File: src/rtl/console_uart_pkg.sv
package console_uart_pkg;

    localparam int DW     = 8;
    localparam int AW     = 3;

    localparam logic [AW-1:0] OFS_DATA = 3'd0;
    localparam logic [AW-1:0] OFS_IEN  = 3'd1;
    localparam logic [AW-1:0] OFS_IID  = 3'd2;
    localparam logic [AW-1:0] OFS_PTR  = 3'd3;
    localparam logic [AW-1:0] OFS_MCTL = 3'd4;
    localparam logic [AW-1:0] OFS_STAT = 3'd5;

    localparam int            TXE_BIT    = 1;
    localparam logic [DW-1:0] CMD_TX_ACK = 8'h28;
    localparam logic [DW-1:0] PTR_SRC    = 8'h03;
    localparam logic [DW-1:0] BYTE_FF    = 8'h0C;
    localparam logic [DW-1:0] PROBE_VAL  = 8'h0F;
    localparam logic [DW-1:0] STAT_IDLE  = 8'h64;
    localparam logic [DW-1:0] SRC_TX     = 8'h10;
    localparam logic [DW-1:0] SRC_RX     = 8'h20;

    typedef struct packed {
        logic [DW-1:0] ier;
        logic [DW-1:0] ptr;
        logic          tx_pend;
        logic          tx_vld;
        logic [DW-1:0] tx_byte;
        logic          ack_bad;
    } core_t;

    function automatic logic is_emittable(input logic [DW-1:0] b);
        return (b[DW-1] == 1'b0) && (b != BYTE_FF);
    endfunction

endpackage

File: src/rtl/cu_txe_timer.sv
module cu_txe_timer #(
    parameter int DELAY = 300
) (
    input  logic clk,
    input  logic rst_n,
    input  logic start,
    input  logic cancel,
    output logic expire
);
    localparam int CW = $clog2(DELAY + 1);
    localparam logic [CW-1:0] LOAD = CW'(DELAY);
    localparam logic [CW-1:0] ONE  = CW'(1);

    logic [CW-1:0] cnt_d, cnt_q;

    always_comb begin
        cnt_d = cnt_q;
        if (start) begin
            cnt_d = LOAD;
        end else if (cancel) begin
            cnt_d = '0;
        end else if (cnt_q != '0) begin
            cnt_d = cnt_q - ONE;
        end
    end

    assign expire = (cnt_q == ONE) && !start && !cancel;

    always_ff @(posedge clk or negedge rst_n) begin
        if (!rst_n) cnt_q <= '0;
        else        cnt_q <= cnt_d;
    end
endmodule

File: src/rtl/cu_rx_hold.sv
module cu_rx_hold #(
    parameter int W = 8
) (
    input  logic         clk,
    input  logic         rst_n,
    input  logic         take,
    input  logic [W-1:0] take_data,
    input  logic         consume,
    output logic         held,
    output logic [W-1:0] held_data
);
    typedef struct packed {
        logic         vld;
        logic [W-1:0] dat;
    } hold_t;

    hold_t st_d, st_q;

    always_comb begin
        st_d = st_q;
        if (take) begin
            st_d.vld = 1'b1;
            st_d.dat = take_data;
        end else if (consume) begin
            st_d.vld = 1'b0;
        end
    end

    always_ff @(posedge clk or negedge rst_n) begin
        if (!rst_n) st_q <= '0;
        else        st_q <= st_d;
    end

    assign held      = st_q.vld;
    assign held_data = st_q.dat;
endmodule

File: src/rtl/cu_read_mux.sv
module cu_read_mux
    import console_uart_pkg::*;
(
    input  logic          rd_en,
    input  logic [AW-1:0] addr,
    input  logic [DW-1:0] ier,
    input  logic [DW-1:0] ptr,
    input  logic          tx_pend,
    input  logic          rx_avail,
    input  logic [DW-1:0] held_data,
    output logic [DW-1:0] rdata
);
    logic [DW-1:0] stat_val;

    always_comb begin
        if (ptr == PTR_SRC) begin
            if (tx_pend)       stat_val = SRC_TX;
            else if (rx_avail) stat_val = SRC_RX;
            else               stat_val = '0;
        end else begin
            stat_val = STAT_IDLE | {{(DW-1){1'b0}}, rx_avail};
        end
    end

    always_comb begin
        rdata = '0;
        if (rd_en) begin
            case (addr)
                OFS_DATA: rdata = held_data;
                OFS_IEN:  rdata = (ier == PROBE_VAL) ? PROBE_VAL : '0;
                OFS_IID:  rdata = {{(DW-1){1'b0}}, !(tx_pend || rx_avail)};
                OFS_STAT: rdata = stat_val;
                default:  rdata = '0;
            endcase
        end
    end
endmodule

File: src/rtl/console_uart_regs.sv
module console_uart_regs
    import console_uart_pkg::*;
#(
    parameter int TX_DELAY = 300
) (
    input  logic          clk,
    input  logic          rst_n,
    input  logic          bus_valid,
    input  logic          bus_we,
    input  logic [AW-1:0] bus_addr,
    input  logic [DW-1:0] bus_wdata,
    output logic [DW-1:0] bus_rdata,
    input  logic          rx_valid,
    input  logic [DW-1:0] rx_data,
    output logic          rx_ready,
    output logic          tx_valid,
    output logic [DW-1:0] tx_data,
    output logic          irq,
    output logic          ack_err
);
    core_t core_d, core_q;

    logic          wr, rd;
    logic          wr_data, wr_ien, wr_ptr;
    logic          rd_data, rd_stat;
    logic          hold_valid;
    logic [DW-1:0] hold_data;
    logic          rx_take;
    logic          rx_avail;
    logic          tmr_expire;
    logic          tmr_cancel;
    logic          tx_pend;

    assign wr      = bus_valid && bus_we;
    assign rd      = bus_valid && !bus_we;
    assign wr_data = wr && (bus_addr == OFS_DATA);
    assign wr_ien  = wr && (bus_addr == OFS_IEN);
    assign wr_ptr  = wr && (bus_addr == OFS_PTR);
    assign rd_data = rd && (bus_addr == OFS_DATA);
    assign rd_stat = rd && (bus_addr == OFS_STAT);

    assign rx_ready   = rd_stat && !hold_valid;
    assign rx_take    = rx_ready && rx_valid;
    assign rx_avail   = hold_valid || rx_take;
    assign tmr_cancel = wr_ien && !bus_wdata[TXE_BIT];
    assign tx_pend    = core_q.tx_pend;

    cu_rx_hold #(.W(DW)) u_hold (
        .clk       (clk),
        .rst_n     (rst_n),
        .take      (rx_take),
        .take_data (rx_data),
        .consume   (rd_data),
        .held      (hold_valid),
        .held_data (hold_data)
    );

    cu_txe_timer #(.DELAY(TX_DELAY)) u_timer (
        .clk    (clk),
        .rst_n  (rst_n),
        .start  (wr_data),
        .cancel (tmr_cancel),
        .expire (tmr_expire)
    );

    cu_read_mux u_rmux (
        .rd_en     (rd),
        .addr      (bus_addr),
        .ier       (core_q.ier),
        .ptr       (core_q.ptr),
        .tx_pend   (core_q.tx_pend),
        .rx_avail  (rx_avail),
        .held_data (hold_data),
        .rdata     (bus_rdata)
    );

    always_comb begin
        core_d         = core_q;
        core_d.tx_vld  = 1'b0;
        core_d.ack_bad = 1'b0;
        if (wr_data) begin
            core_d.tx_pend = 1'b0;
            if (is_emittable(bus_wdata)) begin
                core_d.tx_vld  = 1'b1;
                core_d.tx_byte = bus_wdata;
            end
        end else if (wr_ien) begin
            core_d.ier     = bus_wdata;
            core_d.tx_pend = bus_wdata[TXE_BIT];
        end else if (wr_ptr) begin
            core_d.ptr = bus_wdata;
            if (bus_wdata == CMD_TX_ACK) begin
                core_d.ack_bad = !core_q.tx_pend;
                core_d.tx_pend = 1'b0;
            end
        end else if (tmr_expire && core_q.ier[TXE_BIT]) begin
            core_d.tx_pend = 1'b1;
        end
        if (rd_stat && (core_q.ptr == PTR_SRC)) begin
            core_d.ptr = '0;
        end
    end

    always_ff @(posedge clk or negedge rst_n) begin
        if (!rst_n) core_q <= '0;
        else        core_q <= core_d;
    end

    assign tx_valid = core_q.tx_vld;
    assign tx_data  = core_q.tx_byte;
    assign ack_err  = core_q.ack_bad;
    assign irq      = core_q.tx_pend || hold_valid;
endmodule

File: config.mk
export PLATFORM = sky130hd
export DESIGN_NAME = console_uart_regs
export DESIGN_NICKNAME = d
export VERILOG_FILES = /design/src/rtl/console_uart_pkg.sv /design/src/rtl/cu_txe_timer.sv /design/src/rtl/cu_rx_hold.sv /design/src/rtl/cu_read_mux.sv /design/src/rtl/console_uart_regs.sv
export SDC_FILE = /design/constraint.sdc
export NUM_CORES = 1
export LEC_CHECK = 0
export BUFFER_PORTS_ARGS = -buffer_cell sky130_fd_sc_hd__buf_4
export CAP_MARGIN = 20
export CORE_ASPECT_RATIO = 1.2
export CORE_MARGIN = 2
export CORE_UTILIZATION = 49
export CTS_CLUSTER_DIAMETER = 100
export DETAILED_ROUTE_END_ITERATION = 6
export GPL_ROUTABILITY_DRIVEN = 0
export PLACE_DENSITY = 0.72
export SLEW_MARGIN = 10
export SYNTH_ARGS = -nofsm -noshare
export SYNTH_HDL_FRONTEND = slang
export SYNTH_SLANG_ARGS = --single-unit
File: constraint.sdc
create_clock -name clk -period 4.7 [get_ports clk]
set_clock_uncertainty 0.05 [all_clocks]
set_input_delay 0.705 -clock clk [delete_from_list [all_inputs] [get_ports clk]]
set_output_delay 0.705 -clock clk [all_outputs]
set_load 0.02 [all_outputs]
==> results of run 1 <==
## per-layer routing
metal | GRT usage | up-vias
met5 | 0 | -
met2 | 0.312 | 47
met4 | 0.0604 | 0
li1 | - | 794
met1 | 0.268 | 828
met3 | 0.0415 | 7
## state kept, by name (all words and copies together) (netlist names)
register          count
core_q               16
u_hold.held           1
u_timer.cnt_q         9
tx_valid              1
tx_pend               1
ack_err               1
tx_data               8
u_hold.held_data      8
## logic make-up after synthesis
logic type | Yosys count
and+or+nand+nor | 69
DFF | 45
muxes | 33
AOI/OAI and AO/OA | 30
buffers and inverters | 19
adders and majority gates | 2
xor gates and xnor gates | 1
## worst max-delay path, cell delays in order, from the launching register on
cell and delay [ps]:
dfrtp_1 380, or4b_2 690, nor4_1 190, nand4_1 260
a31oi_1 240, buf_4 170
## through the flow
stage	worst slack (ps)	utilization	instance area [um^2]
final	1740	0.597	2680
after global routing	1550	0.597	2680
after CTS	1720	0.597	2680
after detailed placement	1850	0.571	2570
after global placement	1880	0.571	2570
after floorplan	1850	-	2250
## power breakdown
part	switching, mW	internal [mW]
sequential	0.0879	0.488
combinational	0.143	0.161
clock	0.124	0.173
total	0.354	0.822
## worst min path at each step
stage	slack [ps]	cells past startpoint	end	start
after global placement	420	1	tx_data[7]$_DFFE_PN0P_	tx_data[7]$_DFFE_PN0P_
after CTS	370	1	u_timer.cnt_q[1]$_DFFE_PN0P_	rst_n
after detailed placement	440	1	tx_data[7]$_DFFE_PN0P_	tx_data[7]$_DFFE_PN0P_
after global routing	390	1	u_timer.cnt_q[8]$_DFFE_PN0P_	rst_n
after floorplan	360	0	ack_err$_DFF_PN0_	rst_n
final	350	1	u_timer.cnt_q[0]$_DFFE_PN0P_	rst_n
## cell type report
cell class | count | area [um^2]
repair buffers | 43 | 323
inverters | 7 | 26.3
clock inverters | 1 | 30.0
clock buffers | 7 | 86.3
flip-flops and latches | 45 | 1130
multi-input cells | 135 | 1020
fillers | 413 | 1810
well taps | 58 | 72.6
## placed cells by master (no fill, tap or decap), types with 5 or more instances in the layout
cell type	n
a21oi_1	9
buf_4	43
clkbuf_8	6
dfrtp_1	45
inv_1	7
mux2_2	29
nand2_1	10
nor2_1	19
nor3_1	6
or3_1	5
==> impl_metrics.ini, run 1 <==
[global_route]
antenna_found_initial = 0
grt_max_degree = 46
grt.overflow.total = 0
grt_usage = 0.196
grt_first_pass_wirelength_mm = 7.69
grt_pass1_vias = 1629

[cts]
numCtsBuffers = 5
clk_pin_slew_ps = 80
cts_resized = 0
holdBufCountCts = 0
cts-root-buf = clkbuf_8
post-cts-setup-buffers = 0
ctsLongestPathBuffers = 2
clk_latency_ps = 290
cts_tree = built
numClockSinks = 45
htreeDepth = 2

[power_and_ir_drop]
ir_drop_mv = 0.272
power.leakage_nw = 1.21
power_density_nw_per_um2 = 438
finalPower_mw = 1.18

[detailed_routing]
drtAntennaViolNets = 0
wl_met1_mm = 2.04
dr_wl_met2_mm = 2.29
wl_met3_um = 223
routed_wl_mm = 4.61
num_vias = 1676
wl_per_cell_um = 15.6
drc = 0
vias_per_cell = 5.66
drt_iter0_markers = 121
top_layer_used = met4
drtPass1Iterations = 4

[sta]
finalSetupViolations = 0
fin_crit_ps = 2960
rsz0062_at_grt = false
hold_violations = 0
hold_ws_ps = 346
worstMarginPinSlew_ps = 852
fin_crit_sh = 0.631
final_max_slew_viol_count = 0
max_freq_mhz = 337
slew_headroom = 0.428
setup_tns_ps = 0

[logic_synthesis]
synth_common_cells = dfrtp_1 (45), mux2_2 (29), nor2_1 (19)
synth_top_cell_area_share = 0.501
yosysWarnings = 0
synth_top_family_by_area = simple AND/OR/NAND/NOR gates
synth_edf_count = 0
ys_seq_elements = 45
synth_nets = 225
yosysUniqueCellTypes = 49
synth_area_leaders = dfrtp_1 (50%), mux2_2 (15%), nor2_1 (3.2%)
syn_area_um2 = 2250
syn_avg_cell_area_um2 = 11.3
synth_compound_area_frac = 0.0979
synth_cells = 199
synthMuxAreaShare = 0.163
synthAdderAreaFrac = 0.0111
synth-simple-area-share = 0.178
synth-xor-area-share = 0.00390
async_reset_ff_frac = 1.00
synth_flop_cell = dfrtp_1
synth_top_area_cell = dfrtp_1
yosysSeqAreaShare = 0.501
synth.most_common_cell = dfrtp_1

[critical_path]
cp-start-kind = flip-flop
cp-end-kind = output port
crit_path_start = core_q[24]$_DFFE_PN0P_
r2r-end = u_timer.cnt_q[7]$_DFFE_PN0P_
crit_type = reg -> out
regToRegStartpoint = u_timer.cnt_q[0]$_DFFE_PN0P_
worst-path-max-fanout = 4
worstRegToRegCells = 6
required_ps = 3940
rrSetupSlack_ps = 2610
cp.arrival_ps = 2210
crit_end = bus_rdata[2]

[placement]
place_hpwl_mm = 3.40
port_buffers = 43
dp.cells = 288

[floorplan]
die_area_um2 = 5150
core.rowCount = 27
io_pins = 44
coreArea_um2 = 4490
die_w_um = 65.8
initial_core_util = 0.500
die_h_um = 78.2

[min_path]
hold_class = in -> async

[layout]
instances_no_fill = 296
antenna_cells = 0
layout-drive-gt1-share = 0.374
syn_to_final_growth_pct = 19.4
final_nets = 263

[run]
maxCapViolCount = 0

[outcome]
status = complete, no violations
Note: power is estimated with default switching activity, not from simulation.
==> inputs of run 2 (changes only) <==
==> constraint.sdc (replaced) <==
create_clock -name clk -period 2.9 [get_ports clk]
set_clock_uncertainty 0.05 [all_clocks]
set_input_delay 0.435 -clock clk [delete_from_list [all_inputs] [get_ports clk]]
set_output_delay 0.435 -clock clk [all_outputs]
set_load 0.02 [all_outputs]
==> impl_metrics.ini, run 2 (synthesized netlist as in run 1, its figures left out) <==
[cts]
htreeDepth = 2
cts_resized = 0
numClockSinks = 45
cts-root-buf = clkbuf_8
holdBufCountCts = 0
ctsLongestPathBuffers = 2
cts_tree = built
clk_latency_ps = 290
clk_pin_slew_ps = 80
numCtsBuffers = 5
post-cts-setup-buffers = 0

[floorplan]
io_pins = 44
die_h_um = 78.2
core.rowCount = 27
coreArea_um2 = 4490
die_area_um2 = 5150
die_w_um = 65.8
initial_core_util = 0.500

[layout]
final_cell_mix = dfrtp_1 (45), buf_4 (45), mux2_2 (29)
reg_top3 = core_q x16, u_timer.cnt_q x9
layout-drive-gt1-share = 0.381
final_nets = 265
largest-register = core_q
utilization = 0.598
largest_reg_flops = 16
antenna_cells = 0
syn_to_final_growth_pct = 19.5
final_cell_area_um2 = 2690

[critical_path]
rrSetupSlack_ps = 800
crit_type = reg -> out
cp-start-kind = flip-flop
cp.arrival_ps = 2180
worst-path-max-fanout = 4
cp-end-kind = output port
regToRegStartpoint = u_timer.cnt_q[0]$_DFFE_PN0P_
worstRegToRegCells = 6
r2r-end = u_timer.cnt_q[5]$_DFFE_PN0P_
required_ps = 2410

[power_and_ir_drop]
power.leakage_nw = 1.22
power_density_nw_per_um2 = 699
ir_drop_mv = 0.474

[global_route]
grt_usage = 0.194
antenna_found_initial = 0
grt_max_degree = 46
grt_pass1_vias = 1586
grt_first_pass_wirelength_mm = 7.67
grt.overflow.total = 0

[outcome]
status = complete, no violations

[sta]
worst_slack_ps = 231
worstMarginPinSlew_ps = 689
setup_tns_ps = 0
final_max_slew_viol_count = 0
finalSetupViolations = 0
hold_ws_ps = 70.0
hold_violations = 0
fin_crit_ps = 2670
max_freq_mhz = 375
rsz0062_at_grt = false
fin_crit_sh = 0.920
slew_headroom = 0.540

[detailed_routing]
drtAntennaViolNets = 0
drt_iter0_markers = 120
drc = 0
drtPass1Iterations = 4
routed_wl_mm = 4.55
vias_per_cell = 5.59
wl_per_cell_um = 15.3
num_vias = 1661

[placement]
place_hpwl_mm = 3.31
post-place-ws_ps = 570
placed_area_um2 = 2580
port_buffers = 43

[min_path]
hold_class = in -> async

[run]
maxCapViolCount = 0
run 2: stage by stage:
| stage | total power, mW | std cells |
|---|---|---|
| final | 1.88 | 297 |
| after floorplan | 1.29 | 199 |
| after detailed placement | 1.44 | 290 |
| after global placement | 1.42 | 290 |
| after global routing | 2.00 | 297 |
| after CTS | 1.89 | 297 |
run 2: where the power goes:
group	switching, mW	internal, mW	leakage (nW)
logic	0.231	0.260	0.596
registers	0.142	0.791	0.565
clock network	0.202	0.250	0.0540
total	0.575	1.30	1.22
run 2: final cells by class:
class	instances	area (um^2)
Fill cell	397	1810
Sequential cell	45	1130
Multi-Input combinational cell	135	1020
Timing Repair Buffer	45	338
Tap cell	58	72.6
Clock buffer	5	68.8
Clock inverter	2	35.0
Inverter	7	26.3
run 2: critical path, stage by stage, from the launching register on:
cell and delay (ps):
dfrtp_1 370, or4b_2 660, nor4_1 180, nand4_1 260, a31oi_1 250, buf_4 170
run 2: per-layer routing:
metal | track usage | share of wire | routed length, um | up-vias
li1 | - | - | - | 798
met1 | 0.266 | 0.45 | 2060 | 810
met2 | 0.300 | 0.48 | 2170 | 47
met3 | 0.0430 | 0.053 | 241 | 6
met4 | 0.0688 | 0.017 | 76 | 0
met5 | 0 | 0 | 0 | -
run 2: worst max path at each step:
| stage | from | end | slack [ps] | cells past startpoint |
|---|---|---|---|---|
| after floorplan | bus_addr[0] | bus_rdata[0] | 590 | 5 |
| after global placement | core_q[24]$_DFFE_PN0P_ | bus_rdata[2] | 570 | 5 |
| after detailed placement | core_q[16]$_DFFE_PN0P_ | bus_rdata[0] | 570 | 5 |
| after CTS | core_q[24]$_DFFE_PN0P_ | bus_rdata[2] | 230 | 5 |
| after global routing | core_q[16]$_DFFE_PN0P_ | bus_rdata[4] | 100 | 5 |
| final | core_q[24]$_DFFE_PN0P_ | bus_rdata[2] | 230 | 5 |
